`config.mk`:
```
export PLATFORM = sky130hd
export DESIGN_NAME = adc_seq_ctrl
export DESIGN_NICKNAME = d
export VERILOG_FILES = /design/src/rtl/adc_seq_pkg.sv /design/src/rtl/adc_conv_clk.sv /design/src/rtl/adc_busy_edge.sv /design/src/rtl/adc_sample_reg.sv /design/src/rtl/adc_seq_ctrl.sv
export SDC_FILE = /design/constraint.sdc
export NUM_CORES = 1
export LEC_CHECK = 0
export ABC_AREA = 1
export CORE_MARGIN = 5
export CORE_UTILIZATION = 23
export DETAILED_ROUTE_END_ITERATION = 8
export DONT_BUFFER_PORTS = 1
export SYNTH_ARGS = -nofsm -noshare
export SYNTH_HDL_FRONTEND = slang
export SYNTH_SLANG_ARGS = --single-unit
```
`constraint.sdc`:
```
create_clock -name clk_i -period 1.8 [get_ports clk_i]
set_input_delay 0.09 -clock clk_i [delete_from_list [all_inputs] [get_ports clk_i]]
set_output_delay 0.09 -clock clk_i [all_outputs]
set_load 0.02 [all_outputs]
```
`src/rtl/adc_seq_pkg.sv`:
```
package adc_seq_pkg;

  typedef enum logic [3:0] {
    ST_IDLE,
    ST_SETUP,
    ST_EDGE,
    ST_WR,
    ST_HOLD,
    ST_WAIT,
    ST_POST,
    ST_READ,
    ST_DONE
  } seq_state_e;

  function automatic int unsigned ceil_div(int unsigned a, int unsigned b);
    return (a + b - 1) / b;
  endfunction

  function automatic int unsigned max2(int unsigned a, int unsigned b);
    return (a > b) ? a : b;
  endfunction

  // ns minimum -> cycles, never below one
  function automatic int unsigned ns_to_cyc(int unsigned ns, int unsigned clk_ps);
    return max2(ceil_div(ns * 1000, clk_ps), 1);
  endfunction

endpackage

```
`src/rtl/adc_conv_clk.sv`:
```
module adc_conv_clk #(
  parameter int unsigned HALF_CYC = 8
) (
  input  logic clk_i,
  input  logic rst_ni,
  output logic adc_clk_o,
  output logic fall_next_o
);
  localparam int unsigned DW = (HALF_CYC > 1) ? $clog2(HALF_CYC) : 1;

  logic [DW-1:0] div_q;
  logic          lvl_q;
  logic          wrap;

  assign wrap = (div_q == DW'(HALF_CYC - 1));

  always_ff @(posedge clk_i or negedge rst_ni) begin
    if (!rst_ni) begin
      div_q <= '0;
      lvl_q <= 1'b0;
    end else if (wrap) begin
      div_q <= '0;
      lvl_q <= ~lvl_q;
    end else begin
      div_q <= div_q + DW'(1);
    end
  end

  assign adc_clk_o   = lvl_q;
  assign fall_next_o = wrap & lvl_q;
endmodule

```
`src/rtl/adc_busy_edge.sv`:
```
module adc_busy_edge #(
  parameter int unsigned SYNC_STAGES = 2
) (
  input  logic clk_i,
  input  logic rst_ni,
  input  logic busy_i,
  output logic rise_o
);
  logic [SYNC_STAGES-1:0] sync_q;
  logic                   last_q;

  always_ff @(posedge clk_i or negedge rst_ni) begin
    if (!rst_ni) begin
      sync_q <= '0;
      last_q <= 1'b0;
    end else begin
      sync_q <= {sync_q[SYNC_STAGES-2:0], busy_i};
      last_q <= sync_q[SYNC_STAGES-1];
    end
  end

  assign rise_o = sync_q[SYNC_STAGES-1] & ~last_q;
endmodule

```
`src/rtl/adc_sample_reg.sv`:
```
module adc_sample_reg #(
  parameter int unsigned DATA_W = 12,
  parameter int unsigned CH_W   = 3
) (
  input  logic              clk_i,
  input  logic              rst_ni,
  input  logic              cap_en_i,
  input  logic              done_i,
  input  logic [DATA_W-1:0] data_i,
  input  logic [CH_W-1:0]   chan_i,
  output logic [DATA_W-1:0] sample_o,
  output logic [CH_W-1:0]   chan_o,
  output logic              valid_o
);
  always_ff @(posedge clk_i or negedge rst_ni) begin
    if (!rst_ni) begin
      sample_o <= '0;
      chan_o   <= '0;
      valid_o  <= 1'b0;
    end else begin
      if (cap_en_i) begin
        sample_o <= data_i;
        chan_o   <= chan_i;
      end
      valid_o <= done_i;
    end
  end
endmodule

```
`src/rtl/adc_seq_ctrl.sv`:
```
module adc_seq_ctrl
  import adc_seq_pkg::*;
#(
  parameter int unsigned CH_W            = 3,
  parameter int unsigned DATA_W          = 12,
  parameter int unsigned CLK_PS          = 8000,
  parameter int unsigned ADC_CLK_NS      = 125,
  parameter int unsigned ADC_HALF_MIN_NS = 40,
  parameter int unsigned ADDR_SETUP_NS   = 10,
  parameter int unsigned ADDR_HOLD_NS    = 10,
  parameter int unsigned WR_AFTER_NS     = 20,
  parameter int unsigned POST_BUSY_NS    = 10,
  parameter int unsigned ACCESS_NS       = 30,
  parameter int unsigned STROBE_MIN_NS   = 25,
  parameter int unsigned TIMEOUT_CYC     = 4096
) (
  input  logic              clk_i,
  input  logic              rst_ni,
  input  logic              start_i,
  input  logic [CH_W-1:0]   chan_i,
  output logic              ready_o,
  output logic              adc_clk_o,
  output logic [CH_W-1:0]   adc_addr_o,
  output logic              adc_wr_no,
  output logic              adc_cs_no,
  output logic              adc_rd_no,
  input  logic              adc_busy_i,
  input  logic [DATA_W-1:0] adc_data_i,
  output logic [DATA_W-1:0] sample_o,
  output logic [CH_W-1:0]   sample_chan_o,
  output logic              sample_valid_o,
  output logic              timeout_o
);
  localparam int unsigned HALF_CYC  = max2(ceil_div(ADC_CLK_NS * 1000, 2 * CLK_PS),
                                           ns_to_cyc(ADC_HALF_MIN_NS, CLK_PS));
  localparam int unsigned SETUP_CYC = ns_to_cyc(ADDR_SETUP_NS, CLK_PS);
  localparam int unsigned HOLD_CYC  = ns_to_cyc(ADDR_HOLD_NS, CLK_PS);
  localparam int unsigned WR_CYC    = HALF_CYC + ns_to_cyc(WR_AFTER_NS, CLK_PS);
  localparam int unsigned POST_CYC  = ns_to_cyc(POST_BUSY_NS, CLK_PS);
  localparam int unsigned ACC_CYC   = max2(ns_to_cyc(ACCESS_NS, CLK_PS),
                                           ns_to_cyc(STROBE_MIN_NS, CLK_PS));
  localparam int unsigned CNT_MAX   = max2(max2(TIMEOUT_CYC, WR_CYC),
                                           max2(max2(SETUP_CYC, HOLD_CYC),
                                                max2(POST_CYC, ACC_CYC)));
  localparam int unsigned CNT_W     = $clog2(CNT_MAX + 1);

  typedef logic [CNT_W-1:0] cnt_t;

  seq_state_e      state_q, state_d;
  cnt_t            cnt_q, cnt_d;
  logic [CH_W-1:0] chan_q, chan_d;
  logic            to_q, to_d;
  logic            cnt_zero, cap_en, done;
  logic            fall_next, busy_rise, addr_drive;

  adc_conv_clk #(.HALF_CYC(HALF_CYC)) u_clk (
    .clk_i      (clk_i),
    .rst_ni     (rst_ni),
    .adc_clk_o  (adc_clk_o),
    .fall_next_o(fall_next)
  );

  adc_busy_edge #(.SYNC_STAGES(2)) u_busy (
    .clk_i (clk_i),
    .rst_ni(rst_ni),
    .busy_i(adc_busy_i),
    .rise_o(busy_rise)
  );

  adc_sample_reg #(.DATA_W(DATA_W), .CH_W(CH_W)) u_cap (
    .clk_i   (clk_i),
    .rst_ni  (rst_ni),
    .cap_en_i(cap_en),
    .done_i  (done),
    .data_i  (adc_data_i),
    .chan_i  (chan_q),
    .sample_o(sample_o),
    .chan_o  (sample_chan_o),
    .valid_o (sample_valid_o)
  );

  assign cnt_zero = (cnt_q == '0);

  always_comb begin
    state_d = state_q;
    cnt_d   = cnt_q;
    chan_d  = chan_q;
    to_d    = 1'b0;
    cap_en  = 1'b0;
    done    = 1'b0;
    unique case (state_q)
      ST_IDLE: if (start_i) begin
        chan_d  = chan_i;
        cnt_d   = cnt_t'(SETUP_CYC - 1);
        state_d = ST_SETUP;
      end
      ST_SETUP: if (cnt_zero) state_d = ST_EDGE;
                else cnt_d = cnt_q - cnt_t'(1);
      // start write together with a converter clock fall
      ST_EDGE: if (fall_next) begin
        cnt_d   = cnt_t'(WR_CYC - 1);
        state_d = ST_WR;
      end
      ST_WR: if (cnt_zero) begin
        cnt_d   = cnt_t'(HOLD_CYC - 1);
        state_d = ST_HOLD;
      end else cnt_d = cnt_q - cnt_t'(1);
      ST_HOLD: if (cnt_zero) begin
        cnt_d   = cnt_t'(TIMEOUT_CYC - 1);
        state_d = ST_WAIT;
      end else cnt_d = cnt_q - cnt_t'(1);
      ST_WAIT: if (busy_rise) begin
        cnt_d   = cnt_t'(POST_CYC - 1);
        state_d = ST_POST;
      end else if (cnt_zero) begin
        to_d    = 1'b1;
        state_d = ST_IDLE;
      end else cnt_d = cnt_q - cnt_t'(1);
      ST_POST: if (cnt_zero) begin
        cnt_d   = cnt_t'(ACC_CYC - 1);
        state_d = ST_READ;
      end else cnt_d = cnt_q - cnt_t'(1);
      ST_READ: if (cnt_zero) begin
        cap_en  = 1'b1;
        state_d = ST_DONE;
      end else cnt_d = cnt_q - cnt_t'(1);
      ST_DONE: begin
        done    = 1'b1;
        state_d = ST_IDLE;
      end
      default: state_d = ST_IDLE;
    endcase
  end

  always_ff @(posedge clk_i or negedge rst_ni) begin
    if (!rst_ni) begin
      state_q <= ST_IDLE;
      cnt_q   <= '0;
      chan_q  <= '0;
      to_q    <= 1'b0;
    end else begin
      state_q <= state_d;
      cnt_q   <= cnt_d;
      chan_q  <= chan_d;
      to_q    <= to_d;
    end
  end

  assign addr_drive = (state_q == ST_SETUP) || (state_q == ST_EDGE) ||
                      (state_q == ST_WR)    || (state_q == ST_HOLD);

  assign ready_o    = (state_q == ST_IDLE);
  assign adc_addr_o = addr_drive ? chan_q : '0;
  assign adc_wr_no  = (state_q != ST_WR);
  assign adc_rd_no  = (state_q != ST_READ);
  assign adc_cs_no  = !((state_q == ST_WR) || (state_q == ST_READ));
  assign timeout_o  = to_q;
endmodule

```
# After elaboration in Yosys (flattened, before gate mapping)
# Index checks and enable logic that the tools add are counted.
# Widths: inputs -> output; s select.
op_classes:
  addsub: 2
  n_eq_ne: 19
  mux: 25
  bitwise: 4
  n_reduce_logical: 12
ops:
  columns: ["cell", "n"]
  rows:
  - ["$mux 13", 7]
  - ["$pmux 13 s7", 1]
  - ["$mux 4", 9]
  - ["$pmux 4 s8", 1]
  - ["$eq 4x3->1 const B", 4]
  - ["$ne 2x2->1 const B", 7]
  - ["$logic_not 13->1", 1]
  - ["$sub 13x1->13 const B", 1]
  - ["$eq 4x2->1 const B", 2]
  - ["$reduce_and 8->1", 1]
  - ["$reduce_bool 7->1", 1]
  - ["$mux 3", 2]
  - ["$mux 1", 5]
  - ["$eq 4x1->1 const B", 1]
  - ["$eq 4x4->1 const B", 1]
  - ["$logic_not 4->1", 1]
  - ["$logic_or 1x1->1", 4]
  - ["$ne 4x2->1 const B", 1]
  - ["$ne 4x3->1 const B", 1]
  - ["$add 3x1->3 const B", 1]
  - ["$eq 3x3->1 const B", 1]
  - ["$ne 3x3->1 const B", 1]
  - ["$reduce_and 3->1", 1]
  - ["$and 1x1->1", 2]
  - ["4 further kinds", 5]
word_totals:
  regBits: 44

# Depth between registers and ports, before layout
depth:
  ltp_word: 5
  depth_mapped: 12

# Hierarchy
# From an unflattened synthesis, not the netlist that was laid out.
hier_totals:
  cells_unflattened: 298
  hier_area_um2: 2343.5
modules_own_cells:
  columns: ["module", "instances", "cells_each", "area_per_inst_um2", "seq_area_each_um2"]
  rows:
  - ["adc_seq_ctrl", 1, 214, 1470.2, 525.5]
  - ["adc_sample_reg", 1, 65, 633.1, 400.4]
  - ["adc_conv_clk", 1, 14, 155.1, 100.1]
  - ["adc_busy_edge", 1, 5, 85.1, 75.1]

# Worst setup path after synthesis
# OpenSTA, ideal clock, no wires.
synth_path:
  path_kind: "reg2reg"
  startpoint: "reg cnt_q[0]"
  endpoint: "reg cnt_q[0]"
  setup_ns: 0.127
  arrival_time_ns: 1.745
  slack_ns: -0.072
  path_stages_with_launch: 13
  n_path_buf: 2
  synth_period_minus_slack_ns: 1.872
  path_cell_list: "dfrtp_1 inv_1 ha_1 nand2_1 nor2_2 nand2_4 buf_6 buf_6 ha_1 inv_1 a21oi_1 nor3_1 a21oi_1"
synth_via:
  elab_chain_len: 4
  elab_cells_between_ends: 8
  cone_classes: "1 x add/sub; 6 x mux; 1 x reduce/logical"
synth_lines:
  columns: ["element", "line_no", "rtl"]
  rows:
  - ["start, declared", "adc_seq_ctrl.sv:50", "cnt_t cnt_q, cnt_d;"]
  - ["start signal, assigned", "adc_seq_ctrl.sv:143", "cnt_q <= cnt_d;"]
  - ["$sub 13x1->13 or $logic_not 13->1 (tied branches)", null, null]
  - ["$mux 13", "adc_seq_ctrl.sv:97, adc_seq_ctrl.sv:115, adc_seq_ctrl.sv:123", null]
  - ["$mux 13", "adc_seq_ctrl.sv:112", "ST_WAIT: if (busy_rise) begin"]
  - ["$pmux 13 s7 (*)", "adc_seq_ctrl.sv:91", "unique case (state_q)"]
# Mark *: on every way between the ends. The rest lies on a longest branch, timed or not.
# A chain may end at the register's enable or synchronous reset.

# Worst setup path after layout
# Ends and elaborated chain as after synthesis.

==> summary by stage <==
Power
The power density of the placed cells is 1770 mW/mm2. The static power due to leakage is 1.34 nW. The maximum VDD drop is 758 uV.

The total power after layout is 5.08 mW.

Global routing
The initial antenna violation count is 0. For this run, the total global-route usage over all layers was measured as 0.0929. The global-route wire length before repair is 8840 um. The pin count of the biggest net entering global routing is 45. The via count of the first global-routing pass is 1927. The global route total overflow is 0.

Timing
For this run, the top clock speed supported by timing is 599 MHz. Setup violations remaining at the end of the flow were counted as 0. In the final timing run, aggregate negative setup slack is 0 ps. The setup slack of the critical path after layout is 129 ps.

The time the worst path needs with I/O delays and setup is 1670 ps. The number of hold-slack violations in the final timing report is 0. Across the routed clock network, the largest skew measured is 7.68 ps. The worst slew slack as a fraction of its limit is 0.623. The measured slew at the worst slew-check pin is 561 ps. The post-route fraction of the period consumed by the critical path is 0.928. The total count of max-transition violations in the final report came to 0.

Setup repair after global routing could not meet its margin everywhere.

Critical path
The cell with the largest stage delay on the worst path is dfrtp_1. The kind of cell adding the most delay to the critical path is flip-flops. The sum of buffers and inverters on the critical path is 2.

STA classifies the critical path endpoint as a flop. The largest single stage delay on the critical path is 430 ps. The critical path data arrival time is 1890 ps. The classification of the worst setup path is flop to flop.

Data on the critical path is required at its endpoint by 2020 ps. STA classifies the critical path startpoint as a flop. The maximum fanout encountered on the critical timing path is 9.

The signal on the critical path passes through inv_2 > ha_4 > nand2_2 > nor2_4 > nand2_4 > ha_4 > inv_1 > a21oi_1 > nor3_1 > a21oi_1.

Placement
The half-perimeter wire length of the detailed placement result is 3730 um. During placement, the flow inserted port buffers numbering 0. The placement-stage worst setup slack is 70.0 ps. The final weighted congestion in routability-driven placement is 0.845. Once placement finished, the instance area stood at 0.00251 mm2.

Synthesis
The share of the yosys chip area belonging to registers is 0.477. The synthesized area per cell is 8.10 um2. After synthesis the netlist holds a flip-flop and latch count of 44. The warning count from the yosys run is 0. Summing every instance area after synthesis gives 0.00231 mm2. The net count after synthesis is 309.

The count of cell types in the netlist is 26. Counting every instance in the synthesized netlist gives 285.

Final layout
The repair_antennas step left the layout with diodes totalling 0. In the final design database the tool counted 337 nets. The area added between synthesis and finish is 24.5%. Of the cells placed in the final design, the portion with a size suffix greater than 1 is 0.169.

Fill cells in the final layout number 1020. For this run, the share of the core covered by cells in the final layout is 0.294. The finished cells cover 0.00287 mm2.

Floorplanning
The site row count is 36. In this run the standard cell core region covers 0.00977 mm2. The floorplan step defined a die boundary enclosing 0.0121 mm2. The initial utilization of the core area, before any placement, comes to 0.236. In this run the vertical extent of the chip is 110 um. 44 I/O pins were placed. The die is 110 um wide.

Clock tree
Counting along the longest clock path gives a buffer depth of 2. In this run the number of H-tree levels came out at 2. Clock tree synthesis inserted a total of 5 buffers.

The number of sinks on the clock net is 44. Clock-pin slew was measured on the worst setup and hold paths at 80 ps. The insertion delay of the later-clocked pin in the worst-skew pair is 300 ps. The clock tree from TritonCTS is built. The buffer type at the clock tree root is clkbuf_8.

Routing
For this run, the detailed router's first-pass iteration total came to 4. Once detail routing completed, the nets flagged for antenna violations numbered 0. The initial DRC count is 135. The average via count per standard cell is 4.24. Detailed routing inserted a total of 1890 vias. The final routed DRC violation total is 0. The detail-routed net length per standard cell is 12.0 um. The sum of routed wire length over all layers is 5330 um.

Status
The run finished with clean final reports.

Run
Max-cap violations in this run came to 0.

Min path
The min-delay analysis places its worst path in the category input port to flop.
-- timing repair --
action	in CTS	in global routing
resized for setup	0	6
endpoints found under the setup margin	0	5
setup buffers	0	2
hold endpoints to repair	60	0
hold buffers	18	0
-- area by class of cell --
class / instances / area [um2] / area share
Clock buffer: 5 / 68.8 / 0.0240
Clock inverter: 2 / 60.1 / 0.0209
Inverter: 30 / 113 / 0.0392
Multi-Input combinational cell: 206 / 1090 / 0.380
Sequential cell: 44 / 1100 / 0.384
Tap cell: 133 / 166 / 0.0580
Timing Repair Buffer: 26 / 270 / 0.0941
-- per-stage QoR --
| stage | std cells | hold WS [ps] |
|---|---|---|
| finish | 446 | 107 |
| global route | 446 | 128 |
| CTS | 444 | 111 |
| detailed placement | 419 | -202 |
| global placement | 419 | -202 |
| floorplan | 285 | -206 |
-- synth_stat cells, drive strengths merged --
library cell | number | area [um2]
o22ai | 1 | 6.26
nor2 | 39 | 194
nand3b | 1 | 7.51
nand2 | 104 | 408
nor4 | 1 | 12.5
xor2 | 7 | 61.3
o21ai | 23 | 145
o21a | 4 | 30.0
nand3 | 7 | 35.0
buf | 5 | 50.0
nor3 | 2 | 10.0
nor3b | 1 | 7.51
a21oi | 8 | 40.0
inv | 30 | 113
ha | 5 | 62.6
nand4 | 1 | 6.26
dfrtp | 44 | 1100
xnor2 | 2 | 17.5
-- state kept, by name, indices dropped and copies added, names as in the netlist --
| signal | cells |
|---|---|
| cnt_q | 13 |
| u_busy.last_q | 1 |
| chan_q | 3 |
| u_cap.chan_o | 3 |
| u_clk.div_q | 3 |
| state_q | 4 |
| timeout_o | 1 |
| u_cap.valid_o | 1 |
| u_cap.sample_o | 12 |
| u_busy.sync_q | 2 |
| u_clk.adc_clk_o | 1 |
-- logic make-up after synthesis --
group	Yosys count	synth area share
compound gates	36	0.0960
xor+xnor	9	0.0342
fa+ha+maj	5	0.0271
buf+inv	35	0.0705
flops	44	0.477
simple gates	156	0.295
-- worst paths after layout --
check,cells past startpoint,from,slack (ps),end
max,10,cnt_q[0]$_DFFE_PN0P_,130,cnt_q[0]$_DFFE_PN0P_
min,2,start_i,110,chan_q[1]$_DFFE_PN0P_
max reg2reg,10,cnt_q[0]$_DFFE_PN0P_,130,cnt_q[0]$_DFFE_PN0P_
min reg2reg,0,u_busy.sync_q[0]$_DFF_PN0_,360,u_busy.sync_q[1]$_DFF_PN0_
max in group asynchronous,2,rst_ni,1290,cnt_q[5]$_DFFE_PN0P_
min in group asynchronous,2,rst_ni,280,cnt_q[12]$_DFFE_PN0P_
-- per-layer routing --
| metal | vias up | global-route usage | share of wire |
|---|---|---|---|
| met5 | - | 0 | 0 |
| met1 | 878 | 0.113 | 0.43 |
| met3 | 8 | 0.0291 | 0.067 |
| li1 | 942 | - | - |
| met2 | 62 | 0.156 | 0.48 |
| met4 | 0 | 0.0317 | 0.017 |
-- where the power goes --
| part | switching (mW) | internal [mW] | total (mW) |
|---|---|---|---|
| Sequential | 0.525 | 1.33 | 1.85 |
| Combinational | 1.49 | 0.837 | 2.33 |
| Clock | 0.345 | 0.546 | 0.891 |
-- worst reg2reg max path, delay by kind of cell, from the launching register on --
family                     cells  cell delay [ps]
and+or+nand+nor                4              370
buffers and inverters          2              140
AOI/OAI and AO/OA              2              240
adders and majority gates      2              420
DFF                            1              430
-- cell usage in the layout, fill, tap and decap left out, types with 3 or more instances in the layout --
cell type / n
dlygate4sd3_1: 17
o21ai_2: 8
ha_1: 3
nand2_2: 5
nor2_2: 6
nand3_1: 7
xor2_1: 7
inv_2: 6
nand2_1: 98
buf_4: 7
dfrtp_1: 43
nor2_1: 26
a21oi_1: 8
o21ai_0: 9
o21a_1: 4
clkbuf_8: 5
o21ai_1: 6
inv_1: 24
nor2_4: 7
Power figures use the tool's default switching activity.
